==> src/rtl/cap_pkg.sv <==
package cap_pkg;

  typedef enum logic [1:0] {
    EDGE_OFF  = 2'b00,
    EDGE_RISE = 2'b01,
    EDGE_FALL = 2'b10,
    EDGE_BOTH = 2'b11
  } edge_mode_e;

  typedef enum logic [1:0] {
    ST_EMPTY = 2'b00,
    ST_ONE   = 2'b01,
    ST_TWO   = 2'b10,
    ST_LOST  = 2'b11
  } fifo_st_e;

endpackage

==> src/rtl/cap_edge_det.sv <==
module cap_edge_det #(
  parameter int STAGES = 2
) (
  input  logic       clk,
  input  logic       rst_n,
  input  logic       pin,
  input  logic [1:0] mode,
  output logic       hit
);
  import cap_pkg::*;

  logic [STAGES-1:0] sync_q, sync_d;
  logic              last_q, last_d;
  logic              level, rise, fall;
  edge_mode_e        mode_e;

  // next state: shift the pin through the synchronizer, remember last level
  always_comb begin
    sync_d = {sync_q[STAGES-2:0], pin};
    last_d = sync_q[STAGES-1];
  end

  always_ff @(posedge clk or negedge rst_n) begin
    if (!rst_n) begin
      sync_q <= '0;
      last_q <= 1'b0;
    end else begin
      sync_q <= sync_d;
      last_q <= last_d;
    end
  end

  assign level  = sync_q[STAGES-1];
  assign rise   = level & ~last_q;
  assign fall   = ~level & last_q;
  assign mode_e = edge_mode_e'(mode);

  always_comb begin
    unique case (mode_e)
      EDGE_RISE: hit = rise;
      EDGE_FALL: hit = fall;
      EDGE_BOTH: hit = rise | fall;
      default:   hit = 1'b0;
    endcase
  end

endmodule

==> src/rtl/cap_fifo2.sv <==
module cap_fifo2 #(
  parameter int TW = 16
) (
  input  logic          clk,
  input  logic          rst_n,
  input  logic          clr,
  input  logic          push,
  input  logic          pop,
  input  logic [TW-1:0] din,
  output logic [TW-1:0] head,
  output logic [1:0]    status
);
  import cap_pkg::*;

  logic [TW-1:0] ent0_q, ent0_d, ent1_q, ent1_d;
  fifo_st_e      st_q, st_d;
  logic          upd;

  // next state: clear wins; otherwise read first, then capture
  always_comb begin
    ent0_d = ent0_q;
    ent1_d = ent1_q;
    st_d   = st_q;
    if (clr) begin
      st_d = ST_EMPTY;
    end else begin
      if (pop && (st_q != ST_EMPTY)) begin
        ent0_d = ent1_q;
        st_d   = (st_q == ST_ONE) ? ST_EMPTY : ST_ONE;
      end
      if (push) begin
        unique case (st_d)
          ST_EMPTY: begin
            ent0_d = din;
            st_d   = ST_ONE;
          end
          ST_ONE: begin
            ent1_d = din;
            st_d   = ST_TWO;
          end
          default: begin
            ent0_d = ent1_q;
            ent1_d = din;
            st_d   = ST_LOST;
          end
        endcase
      end
    end
  end

  assign upd = clr | push | pop;

  always_ff @(posedge clk or negedge rst_n) begin
    if (!rst_n) begin
      ent0_q <= '0;
      ent1_q <= '0;
      st_q   <= ST_EMPTY;
    end else if (upd) begin
      ent0_q <= ent0_d;
      ent1_q <= ent1_d;
      st_q   <= st_d;
    end
  end

  assign head   = (st_q == ST_EMPTY) ? '0 : ent0_q;
  assign status = st_q;

endmodule

==> src/rtl/edge_capture_unit.sv <==
module edge_capture_unit #(
  parameter int N_UNITS     = 3,
  parameter int TW          = 16,
  parameter int SYNC_STAGES = 2
) (
  input  logic                  clk,
  input  logic                  rst_n,
  input  logic [N_UNITS-1:0]    cap_pin,
  input  logic [2*N_UNITS-1:0]  edge_mode,
  input  logic                  tmr_sel,
  input  logic [TW-1:0]         tmr1_val,
  input  logic [TW-1:0]         tmr2_val,
  input  logic [N_UNITS-1:0]    rd_en,
  input  logic                  clr_fifos,
  input  logic [N_UNITS-1:0]    flag_clr,
  input  logic                  adc_trig_en,
  output logic [TW*N_UNITS-1:0] rd_data,
  output logic [2*N_UNITS-1:0]  fifo_status,
  output logic [N_UNITS-1:0]    cap_flag,
  output logic                  adc_start
);

  localparam int ADC_UNIT = N_UNITS - 1;

  logic [1:0]         rst_pipe_q;
  logic               rst_n_int;
  logic [TW-1:0]      cap_val;
  logic [N_UNITS-1:0] hit;
  logic [N_UNITS-1:0] flag_q, flag_d;
  logic               adc_q, adc_d;

  // reset: asserted asynchronously, released on a clock edge
  always_ff @(posedge clk or negedge rst_n) begin
    if (!rst_n) rst_pipe_q <= '0;
    else        rst_pipe_q <= {rst_pipe_q[0], 1'b1};
  end
  assign rst_n_int = rst_pipe_q[1];

  assign cap_val = tmr_sel ? tmr1_val : tmr2_val;

  for (genvar i = 0; i < N_UNITS; i++) begin : g_unit
    cap_edge_det #(.STAGES(SYNC_STAGES)) u_det (
      .clk   (clk),
      .rst_n (rst_n_int),
      .pin   (cap_pin[i]),
      .mode  (edge_mode[2*i +: 2]),
      .hit   (hit[i])
    );

    cap_fifo2 #(.TW(TW)) u_fifo (
      .clk    (clk),
      .rst_n  (rst_n_int),
      .clr    (clr_fifos),
      .push   (hit[i]),
      .pop    (rd_en[i]),
      .din    (cap_val),
      .head   (rd_data[TW*i +: TW]),
      .status (fifo_status[2*i +: 2])
    );
  end

  // next state: flag set wins over clear; trigger follows the last channel
  always_comb begin
    flag_d = hit | (flag_q & ~flag_clr);
    adc_d  = adc_trig_en & hit[ADC_UNIT];
  end

  always_ff @(posedge clk or negedge rst_n_int) begin
    if (!rst_n_int) begin
      flag_q <= '0;
      adc_q  <= 1'b0;
    end else begin
      flag_q <= flag_d;
      adc_q  <= adc_d;
    end
  end

  assign cap_flag  = flag_q;
  assign adc_start = adc_q;

endmodule

==> config.mk <==
export PLATFORM = sky130hd
export DESIGN_NAME = edge_capture_unit
export DESIGN_NICKNAME = d
export VERILOG_FILES = /design/src/rtl/cap_pkg.sv /design/src/rtl/cap_edge_det.sv /design/src/rtl/cap_fifo2.sv /design/src/rtl/edge_capture_unit.sv
export SDC_FILE = /design/constraint.sdc
export NUM_CORES = 1
export LEC_CHECK = 0
export ABC_AREA = 1
export BUFFER_PORTS_ARGS = -buffer_cell sky130_fd_sc_hd__buf_2
export CAP_MARGIN = 5
export CORE_ASPECT_RATIO = 2
export CORE_MARGIN = 1.5
export CORE_UTILIZATION = 55
export DETAILED_ROUTE_END_ITERATION = 6
export PLACE_DENSITY = 0.84
export REMOVE_ABC_BUFFERS = 1
export SLEW_MARGIN = 20
export SYNTH_ARGS = -nofsm -noshare
export SYNTH_HDL_FRONTEND = slang
export SYNTH_SLANG_ARGS = --single-unit
==> constraint.sdc <==
create_clock -name clk -period 5.2 [get_ports clk]
set_input_delay 0.52 -clock clk [delete_from_list [all_inputs] [get_ports clk]]
set_output_delay 0.52 -clock clk [all_outputs]
set_load 0.02 [all_outputs]
==> results by group, run 1 <==
Place
  – PortBufs: 109
  – Placed wire-length estimate: 13.6 mm
  – Placed insts: 1302
  – Gpl congestion: 1.02
  – Cell Area, Placed: 7460 µm²

Setup path
  – Setup crit end kind: flop
  – CP startpoint kind: flop
  – Setup CP Type: reg2reg
  – Crit-path most repeated cell: nand2_1
  – CP startpoint: g_unit[0].u_det.sync_q[1]
  – Worst Path Max Fanout: 21
  – Crit path max-delay family: simple AND/OR/NAND/NOR gates
  – Cell breakdown of the critical path: ha_1, nand2_1, nand3_1, nand2_1, o21ai_2, inv_1, nand2_1, nand2_1
  – FF-to-FF Start: g_unit[0].u_det.sync_q[1]
  – WP data arrival: approximately 3.1 ns
  – Critical Path Max Stage Delay: 0.76 ns
  – Worst EP required: 5.51 ns
  – Slowest-stage cell, CP: o21ai_2
  – CP Buf/Inv Count: 1

Route
  – Via count: 6875
  – DR DRC count: 0
  – Final WL: about 19 mm
  – Drt first-iter violations: approximately 530
  – Drt first pass iters: 5
  – Detail Route Antenna Nets: 0
  – WL/cell: approximately 14 µm
  – DR vias/cell: 5.15

Power and ir drop
  – Static Leakage: about 4.7 nW
  – Peak VDD IR: slightly below 0.3 mV
  – Total power: 3.17 mW
  – Cell Pwr Density: 394 nW/µm²

Run status
  – Status: finished clean

Timing
  – Max_slew headroom: 0.441
  – Min Tclk post-route: roughly 2.8 ns
  – Worst slew pin tran: 0.836 ns
  – Max-slew violations: 0
  – Worst Skew: 0.00836 ns
  – TNS Setup: 0 ns
  – Fin crit share: 0.542
  – Final setup vio count: 0
  – Fmax: 0.355 GHz
  – Final hold vios: 0
  – RSZ-0062 raised after global routing: false

Layout
  – Layout cells sized above 1: 0.138
  – Final Instance Area: slightly above 8000 µm²
  – Nets: 1230
  – # diodes: 0
  – FILL cells: 1171
  – Leading cell type in the layout, fill and taps excluded: nand2_1
  – Synth-to-layout area growth: 15.3%
  – Finished Layout Cells: 1334
  – Commonest cells after routing, fill and taps aside: nand2_1 (620), dfrtp_1 (116), buf_2 (109), inv_1 (93), nor2_1 (56)

Clock tree
  – Worst-path clk slew: approximately 0.060 ns
  – Post-CTS Hold Fix Bufs: 1
  – Post_cts resized: 0
  – Post-CTS setup buffers: 0
  – # clock sinks: 117
  – H-tree depth: 4
  – Bufs on Longest Clock Path: 2
  – Root buf cell: clkbuf_16
  – Cts bufs inserted: 17
  – CTS tree: done
  – Worst-Skew Late Latency: about 0.42 ns

Die
  – Top-Level Pins: 110
  – Initial core utilization: 0.560
  – Die height: about 160 µm
  – Die width: 82.7 µm
  – Row Count: 58
  – Die area: 13400 µm²
  – Core Area: 12500 µm²

Yosys
  – Ys Warns: 0
  – Dominant cell type by area after synthesis: dfrtp_1
  – Synth Area per Inst: approximately 6.4 µm²
  – Mapped cell area: 6990 µm²
  – Synth area leaders: dfrtp_1 (42%), nand2_1 (33%), inv_1 (5.0%), o21ai_0 (3.7%), nand3_1 (3.7%)
  – Synthesized flop and latch total: 117
  – Primary FF master, synth: dfrtp_1
  – Seq/Total Area, Yosys: 0.419
  – Distinct cell type count after synthesis: 26
  – Post-synth ARST share: 1.00
  – Mapped Cells: approximately 1100
  – Number of synthesized flops with an enable pin: 0
  – Area share of the largest cell type after synthesis: 0.419

Global routing
  – Largest net degree at the start of global routing: 63
  – Total GRT Usage: 0.306
  – Vias in the first global route: 6293
  – First-pass GRT wire length: ~31 mm
  – Initial antenna violation count: 0
  – GRT Residual Overflow: 0

Worst hold path
  – Hold WC Path Type: in2reg
  – Hold path start: cap_pin[2]

Run
  – Max_cap viols: 0
## power by group
part / switching (mW) / total (mW) / internal, mW / leakage [nW]
Sequential: 0.178 / 1.30 / 1.12 / 1.52
Combinational: 0.452 / 0.693 / 0.240 / 2.89
Clock: 0.433 / 1.18 / 0.747 / 0.274
Total: 1.06 / 3.17 / 2.11 / 4.68
## worst register-to-register path, cell delays in order, from the launching register on
cell and delay (ns):
dfrtp_1 0.40, ha_1 0.29, nand2_1 0.05, nand3_1 0.07
nand2_1 0.47, o21ai_2 0.77, inv_1 0.44, nand2_1 0.17
nand2_1 0.06
## through the flow
step                      setup WS [ns]  hold WS (ns)   util
after global placement             2.46         0.306  0.597
after floorplan                    1.70         0.224      -
final                              2.38         0.206  0.645
after global routing               2.11         0.206  0.645
after CTS                          2.36         0.196  0.645
after detailed placement           2.38         0.306  0.597
## kinds of logic after synthesis
family	Yosys count	synth area share
and+or+nand+nor	740	0.413
DFF	117	0.419
adders and majority gates	6	0.0107
buffers and inverters	145	0.0926
AOI/OAI and AO/OA	81	0.0637
other	1	0.000537
## layer usage
| layer | vias to the layer above | global-route usage | share of wire |
|---|---|---|---|
| met5 | - | 0 | 0 |
| met3 | 64 | 0.0538 | 0.057 |
| li1 | 3452 | - | - |
| met1 | 3084 | 0.363 | 0.39 |
| met2 | 275 | 0.515 | 0.50 |
| met4 | 0 | 0.158 | 0.051 |
## cells in the mapped netlist, types with 2 or more instances
cell type	instances
nand2_1	620
dfrtp_1	117
inv_1	93
nor2_1	56
o21ai_0	52
nand3_1	51
buf_2	24
o21ai_1	16
buf_4	9
clkbuf_1	9
a21oi_1	6
ha_1	6
buf_6	5
nand2_2	5
nor2_2	4
o21ai_2	4
buf_1	2
inv_2	2
nor2_4	2
## flip-flops by register name (all words and copies together) (netlist names)
signal	cells
cap_flag	3
g_unit.u_fifo.ent1_q	48
g_unit.u_det.last_q	3
g_unit.u_fifo.status	6
adc_start	1
g_unit.u_fifo.ent0_q	48
g_unit.u_det.sync_q	6
rst_pipe_q	2
## area by class of cell
cell class / instances / area, µm² / area share
clock buffers: 18 / 429 / 0.0533
clock inverters: 13 / 160 / 0.0199
inverters: 95 / 357 / 0.0443
multi-input cells: 828 / 3410 / 0.424
flip-flops and latches: 117 / 2930 / 0.364
well taps: 150 / 188 / 0.0233
repair buffers: 113 / 578 / 0.0718
## path summary, 6_finish.rpt
| kind | to | slack [ns] | cells after the start |
|---|---|---|---|
| worst min register to register | rst_pipe_q[1] | 0.35 | 0 |
| min in group asynchronous | g_unit[0].u_fifo.status[0] | 0.37 | 0 |
| worst min-delay path | g_unit[2].u_det.sync_q[0] | 0.21 | 1 |
| worst max-delay path | g_unit[0].u_fifo.ent0_q[15] | 2.38 | 8 |
| worst max register to register | g_unit[0].u_fifo.ent0_q[15] | 2.38 | 8 |
| max in group asynchronous | g_unit[2].u_fifo.ent0_q[6] | 3.56 | 1 |
Note: power is estimated with default switching activity, not from simulation.
==> run 2: changes to the inputs <==
Clock period 5.2 ns to 2.95 ns, I/O delays scaled along.
==> run 2 against run 1 <==
  * Fmax increased by 22%
  * Power increased by 73%
  * Setup slack got worse by 1.7 ns
  * Critical path type unchanged
  * Largest cell class unchanged
  * Highest routed layer unchanged
==> results by group, run 2 (synthesized netlist as in run 1, its figures left out) <==
Layout
  – Layout cells sized above 1: 0.143 (+0.00555)
  – Final core occ: 0.651 (+0.00531)
  – Synth-to-layout area growth: 16.2%
  – # diodes: 0 (unchanged)
  – Nets: 1239 (+0.73%)
  – Finished Layout Cells: 1344 (+0.75%)
  – Commonest cells after routing, fill and taps aside: nand2_1 (620), dfrtp_1 (116), buf_2 (109), inv_1 (93), nor2_1 (56)
  – FILL cells: 1122 (-4.2%)
  – Register area: 2930 µm² (unchanged)
  – Multi-input gate area: 3410 µm² (unchanged)
  – Leading cell type in the layout, fill and taps excluded: nand2_1
  – Regs by FF count: g_unit.u_fifo.ent0_q: 48 flops, g_unit.u_fifo.ent1_q: 48 flops

Setup path
  – Cell breakdown of the critical path: ha_1, nand2_1, nand3_1, nand2_1, o21ai_2, buf_4, inv_1, nand2_1, nand2_1
  – Setup CP Type: reg2reg
  – Critical Path Max Stage Delay: 0.43 ns (-0.33 ns)
  – Worst Path Max Fanout: 20 (-4.8%)
  – Crit-path most repeated cell: nand2_1
  – WP data arrival: 2.61 ns (-0.52 ns)
  – Worst EP required: 3.25 ns (-2.26 ns)
  – Slowest-stage cell, CP: nand2_1
  – FF-to-FF Start: g_unit[1].u_det.sync_q[1]
  – Setup crit end kind: flop
  – Worst Reg-to-Reg Cells: 9 (+1)
  – Reg2reg setup slack: 0.64 ns (-1.74 ns)
  – CP startpoint kind: flop
  – End of the worst register-to-register path: g_unit[1].u_fifo.ent0_q[1]

Run
  – Max_cap viols: 0 (unchanged)

Power and ir drop
  – Part of the power in the clock network: 0.357 (-0.015)
  – Internal power: 3.60 mW (+71%)
  – Sw Ratio: 0.346 (+0.0109)
  – Static Leakage: 4.73 nW (+0.95%)
  – Peak VDD IR: 0.466 mV (+59%)
  – Cell Pwr Density: 677 nW/µm² (+72%)
  – Comb power frac: 0.225 (+0.007)
  – Seq pwr share: 0.418 (+0.008)
  – Switching Power: 1.90 mW (+79%)

Place
  – PortBufs: 109 (unchanged)
  – Placed insts: 1308 (+0.46%)
  – Placed wire-length estimate: 13.8 mm (+1.4%)
  – Gpl congestion: 0.986 (-3.7%)
  – Place WS: 0.644 ns (-1.74 ns)

Timing
  – Fin crit share: 0.782 (+0.240)
  – Min Tclk post-route: 2.31 ns (-0.510 ns)
  – Worst Skew: 0.00684 ns (-0.00152 ns)
  – Max-slew violations: 0 (unchanged)
  – Fmax: 0.433 GHz (+22%)
  – RSZ-0062 raised after global routing: false
  – Final hold vios: 0 (unchanged)
  – Setup ws final: 0.642 ns (-1.74 ns)
  – Worst slew pin tran: 0.708 ns (-0.129 ns)
  – Final setup vio count: 0 (unchanged)
  – Max_slew headroom: 0.528 (+0.0870)

Die
  – Die width: 82.7 µm (unchanged)
  – Initial core utilization: 0.560 (unchanged)
  – Top-Level Pins: 110 (unchanged)
  – Core Area: 12500 µm² (unchanged)
  – Row Count: 58 (unchanged)
  – Die area: 13400 µm² (unchanged)
  – Die height: 162 µm (unchanged)

Route
  – Via count: 6904 (+0.42%)
  – DR DRC count: 0 (unchanged)
  – Detail Route Antenna Nets: 0 (unchanged)
  – Drt first pass iters: 6 (+1)
  – WL/cell: 14.2 µm (about the same)
  – DR vias/cell: 5.14 (-0.33%)
  – Final WL: 19.1 mm (+0.70%)
  – Drt first-iter violations: 632 (+19%)

Worst hold path
  – Hold WC Path Type: in2reg
  – Hold path depth: 2 (+1)
  – Hold path start: flag_clr[0]
  – Hold endpoint: cap_flag[0]

Clock tree
  – Cts bufs inserted: 17 (unchanged)
  – Worst-path clk slew: 0.06 ns (about the same)
  – Post_cts resized: 0 (unchanged)
  – # clock sinks: 117 (unchanged)
  – H-tree depth: 4 (unchanged)
  – CTS tree: done
  – Worst-Skew Late Latency: 0.42 ns (about the same)
  – Root buf cell: clkbuf_16
  – Bufs on Longest Clock Path: 2 (unchanged)

Global routing
  – Initial antenna violation count: 0 (unchanged)
  – First-pass GRT wire length: 30.9 mm (-1.1%)
  – GRT Residual Overflow: 0 (unchanged)
  – Vias in the first global route: 6480 (+3.0%)
  – Total GRT Usage: 0.303 (-0.00326)
  – Largest net degree at the start of global routing: 53 (-16%)

Run status
  – Status: finished clean
[run 2: changes by cell type in the layout (fill, tap and decap cells not counted)]
cell           delta
bufinv_16         -2
buf_4             +5
clkinv_4          +2
inv_6             +3
clkbuf_8          +1
buf_12            +1
clkbuf_1          -1
clkinvlp_4        -2
dlygate4sd3_1     +3
[run 2: per-stage QoR]
| step | area [µm²] | power [mW] | hold slack, ns | TNS, ns |
|---|---|---|---|---|
| after detailed placement | 7510 | 3.51 | 0.0815 | 0 |
| after CTS | 8120 | 5.49 | 0.0483 | 0 |
| final | 8120 | 5.50 | 0.0540 | 0 |
| after floorplan | 6700 | 3.10 | -0.000591 | -63.35 |
| after global routing | 8120 | 5.82 | 0.0660 | 0 |
| after global placement | 7510 | 3.46 | 0.0800 | 0 |
[run 2: repair_timing]
action | in CTS | in global routing
endpoints found under the setup margin | 0 | 0
endpoints found under the hold margin | 5 | 0
hold buffers | 4 | 0
buffers inserted | 0 | 0
[run 2: worst max-delay path by stage]
stage | start | to | slack [ns]
2_1_floorplan | rst_pipe_q[1] | adc_start | -0.55
3_5_place_dp | g_unit[0].u_det.sync_q[1] | g_unit[0].u_fifo.ent0_q[12] | 0.64
3_3_place_gp | g_unit[1].u_det.sync_q[1] | g_unit[1].u_fifo.ent0_q[14] | 0.72
5_1_grt | g_unit[0].u_det.sync_q[1] | g_unit[0].u_fifo.ent0_q[15] | 0.41
6_report | g_unit[1].u_det.sync_q[1] | g_unit[1].u_fifo.ent0_q[1] | 0.64
4_1_cts | g_unit[0].u_det.sync_q[1] | g_unit[0].u_fifo.ent0_q[1] | 0.63
[run 2: area by class of cell]
class / count / area share
Tap cell: 150 / 0.0231
Clock inverter: 14 / 0.0159
Clock buffer: 18 / 0.0541
Timing Repair Buffer: 122 / 0.0819
Sequential cell: 117 / 0.361
Inverter: 95 / 0.0439
Multi-Input combinational cell: 828 / 0.420
[run 2: power by group through the flow]
stage	registers [mW]	clock network [mW]	logic, mW
after floorplan	2.24	0	0.862
after global placement	2.29	0	1.17
after detailed placement	2.30	0	1.21
after CTS	2.29	1.97	1.23
after global routing	2.34	2.05	1.43
final	2.30	1.97	1.24
[run 2: per-layer routing]
metal / wire, µm / track usage
met5: 0 / 0
met4: 1110 / 0.168
met3: 1160 / 0.0611
met2: 9610 / 0.508
met1: 7240 / 0.350
[run 2: critical path: cells and delay by family (launching register included)]
kind	cells	cell delay, ns
adder cells (fa/ha/maj)	1	0.28
flip-flops	1	0.39
AND/OR/NAND/NOR	5	0.78
buffers and inverters	2	0.48
AO/OA/AOI/OAI	1	0.26
==> run 3: changes to the inputs <==
Clock period 2.95 ns to 2.15 ns, I/O delays scaled along.
==> run 3 against run 2 <==
  * Combinational power up 40%
  * Sequential power up 36%
  * Cell count up 1.4%
  * Sequential share of layout area down 1.2 points
  * Critical path type is now reg2out
  * Critical endpoint is now rd_data[40]
==> results by group, run 3 (synthesized netlist as in run 1, its figures left out) <==
Route
  – Met2 routed WL: 9.67 mm (+0.66%)
  – Highest routed layer: met4
  – Drt first pass iters: 5 (-1)
  – Via count: 6985 (+1.2%)
  – DR DRC count: 0 (unchanged)
  – DR vias/cell: 5.12 (-0.24%)
  – Final WL: 19.0 mm (-0.88%)
  – Detail Route Antenna Nets: 0 (unchanged)
  – Routed wl met3: 1.09 mm (-5.9%)
  – WL/cell: 13.9 µm (-2.3%)
  – Drt first-iter violations: 553 (-13%)
  – Wl on met1: 7.08 mm (-2.2%)

Power and ir drop
  – Peak VDD IR: 0.591 mV (+27%)
  – Cell Pwr Density: 953 nW/µm² (+41%)
  – Static Leakage: 4.86 nW (+2.9%)
  – Total power: 8.00 mW (+45%)

Clock tree
  – Root buf cell: clkbuf_16
  – # clock sinks: 117 (unchanged)
  – CTS tree: done
  – Cts bufs inserted: 17 (unchanged)
  – H-tree depth: 4 (unchanged)
  – Worst-path clk slew: 0.05 ns (about the same)
  – Bufs on Longest Clock Path: 2 (unchanged)
  – Worst-Skew Late Latency: 0.42 ns (about the same)

Layout
  – Layout cells sized above 1: 0.156 (+0.0126)
  – Regs by FF count: g_unit.u_fifo.ent0_q: 48 flops, g_unit.u_fifo.ent1_q: 48 flops
  – Final core occ: 0.673 (+0.0222)
  – Nets: 1258 (+1.5%)
  – Synth-to-layout area growth: 20.2%
  – # diodes: 0 (unchanged)
  – Leading cell type in the layout, fill and taps excluded: nand2_1
  – Commonest cells after routing, fill and taps aside: nand2_1 (620), dfrtp_1 (116), buf_2 (109), inv_1 (91), nor2_1 (56)
  – Finished Layout Cells: 1363 (+1.4%)
  – Final Instance Area: 8400 µm² (+3.4%)

Timing
  – Worst slew pin tran: 0.648 ns (-0.0596 ns)
  – Max_slew headroom: 0.567 (+0.0394)
  – Worst Skew: 0.00779 ns (+0.000943 ns)
  – Final setup vio count: 0 (unchanged)
  – Max-slew violations: 0 (unchanged)
  – Fin crit share: 0.960
  – Final hold vios: 0 (unchanged)
  – RSZ-0062 raised after global routing: false
  – Worst Hold Slack: 0.00598 ns (-0.0480 ns)
  – Min Tclk post-route: 2.06 ns
  – Fmax: 0.484 GHz
  – TNS Setup: 0 ns (unchanged)
  – Setup ws final: 0.0857 ns (-0.556 ns)

Place
  – Place WS: 0.217 ns (-0.428 ns)
  – Placed wire-length estimate: 14.0 mm (+1.4%)
  – Cell Area, Placed: 7620 µm² (+1.5%)
  – Placed insts: 1321 (+0.99%)
  – PortBufs: 109 (unchanged)
  – Gpl congestion: 0.984 (-0.15%)

Global routing
  – Total GRT Usage: 0.305 (+0.00176)
  – Largest net degree at the start of global routing: 45 (-15%)
  – Initial antenna violation count: 0 (unchanged)
  – GRT Residual Overflow: 0 (unchanged)
  – Vias in the first global route: 6647 (+2.6%)
  – First-pass GRT wire length: 31.2 mm (+0.83%)

Setup path
  – WP data arrival: 1.85 ns (-0.76 ns)
  – Setup CP Type: reg2out
  – Worst EP required: 1.93 ns (-1.32 ns)
  – Setup crit end kind: output pin
  – Worst Path Max Fanout: 18 (-10%)
  – CP startpoint kind: flop

Die
  – Row Count: 58 (unchanged)
  – Die height: 162 µm (unchanged)
  – Die area: 13400 µm² (unchanged)
  – Die width: 82.7 µm (unchanged)
  – Core Area: 12500 µm² (unchanged)
  – Top-Level Pins: 110 (unchanged)
  – Initial core utilization: 0.560 (unchanged)

Run
  – Max_cap viols: 0 (unchanged)

Worst hold path
  – Hold WC Path Type: in2reg

Run status
  – Status: finished clean
-- run 3: cell count changes in the layout (fill, tap and decap cells not counted), sizes merged --
cell / delta
clkinv: -1
dlygate4sd3: +2
buf: +17
inv: -2
clkinvlp: -1
bufinv: +4
-- run 3: timing repair --
| action | CTS | global route |
|---|---|---|
| gates resized for setup | 1 | 5 |
| setup buffers | 3 | 1 |
| hold buffers | 6 | 0 |
| endpoints found under the hold margin | 7 | 0 |
| endpoints found under the setup margin | 2 | 31 |
-- run 3: path summary, 6_finish.rpt --
path / startpoint / endpoint / slack, ns / cells after the start
worst min register to register: rst_pipe_q[1] / g_unit[0].u_fifo.ent0_q[15] / 0.29 / 0
worst min-delay path: adc_trig_en / adc_start / 0.006 / 3
worst max-delay path: g_unit[2].u_fifo.status[1] / rd_data[40] / 0.09 / 6
min in group asynchronous: rst_n / rst_pipe_q[1] / 0.11 / 2
max in group asynchronous: rst_pipe_q[1] / g_unit[2].u_fifo.ent0_q[2] / 1.27 / 1
worst max register to register: g_unit[0].u_det.last_q / g_unit[0].u_fifo.ent0_q[1] / 0.22 / 10
-- run 3: per-layer routing --
metal / up-vias / track usage
met5: - / 0
met4: 0 / 0.186
met3: 70 / 0.0493
met2: 296 / 0.516
met1: 3099 / 0.346
li1: 3520 / -
-- run 3: layout make-up --
cell class | instances | area [µm²]
timing repair buffer | 141 | 826
clock buffer | 18 | 429
fill | 1059 | 4080
inverter | 95 | 364
multi-input combinational | 828 | 3440
sequential | 117 | 2930
tap | 150 | 188
clock inverter | 14 | 225
-- run 3: critical path: stages, from the launching register on --
cell,delay (ns)
dfrtp_1,0.42
inv_1,0.13
nand2_4,0.20
clkinvlp_4,0.20
buf_4,0.18
nor2_1,0.11
buf_2,0.19
-- run 3: where the power goes --
part           internal, mW  switching, mW
combinational         0.634           1.11
sequential             2.71          0.421
clock                  2.07           1.06
total                  5.42           2.58
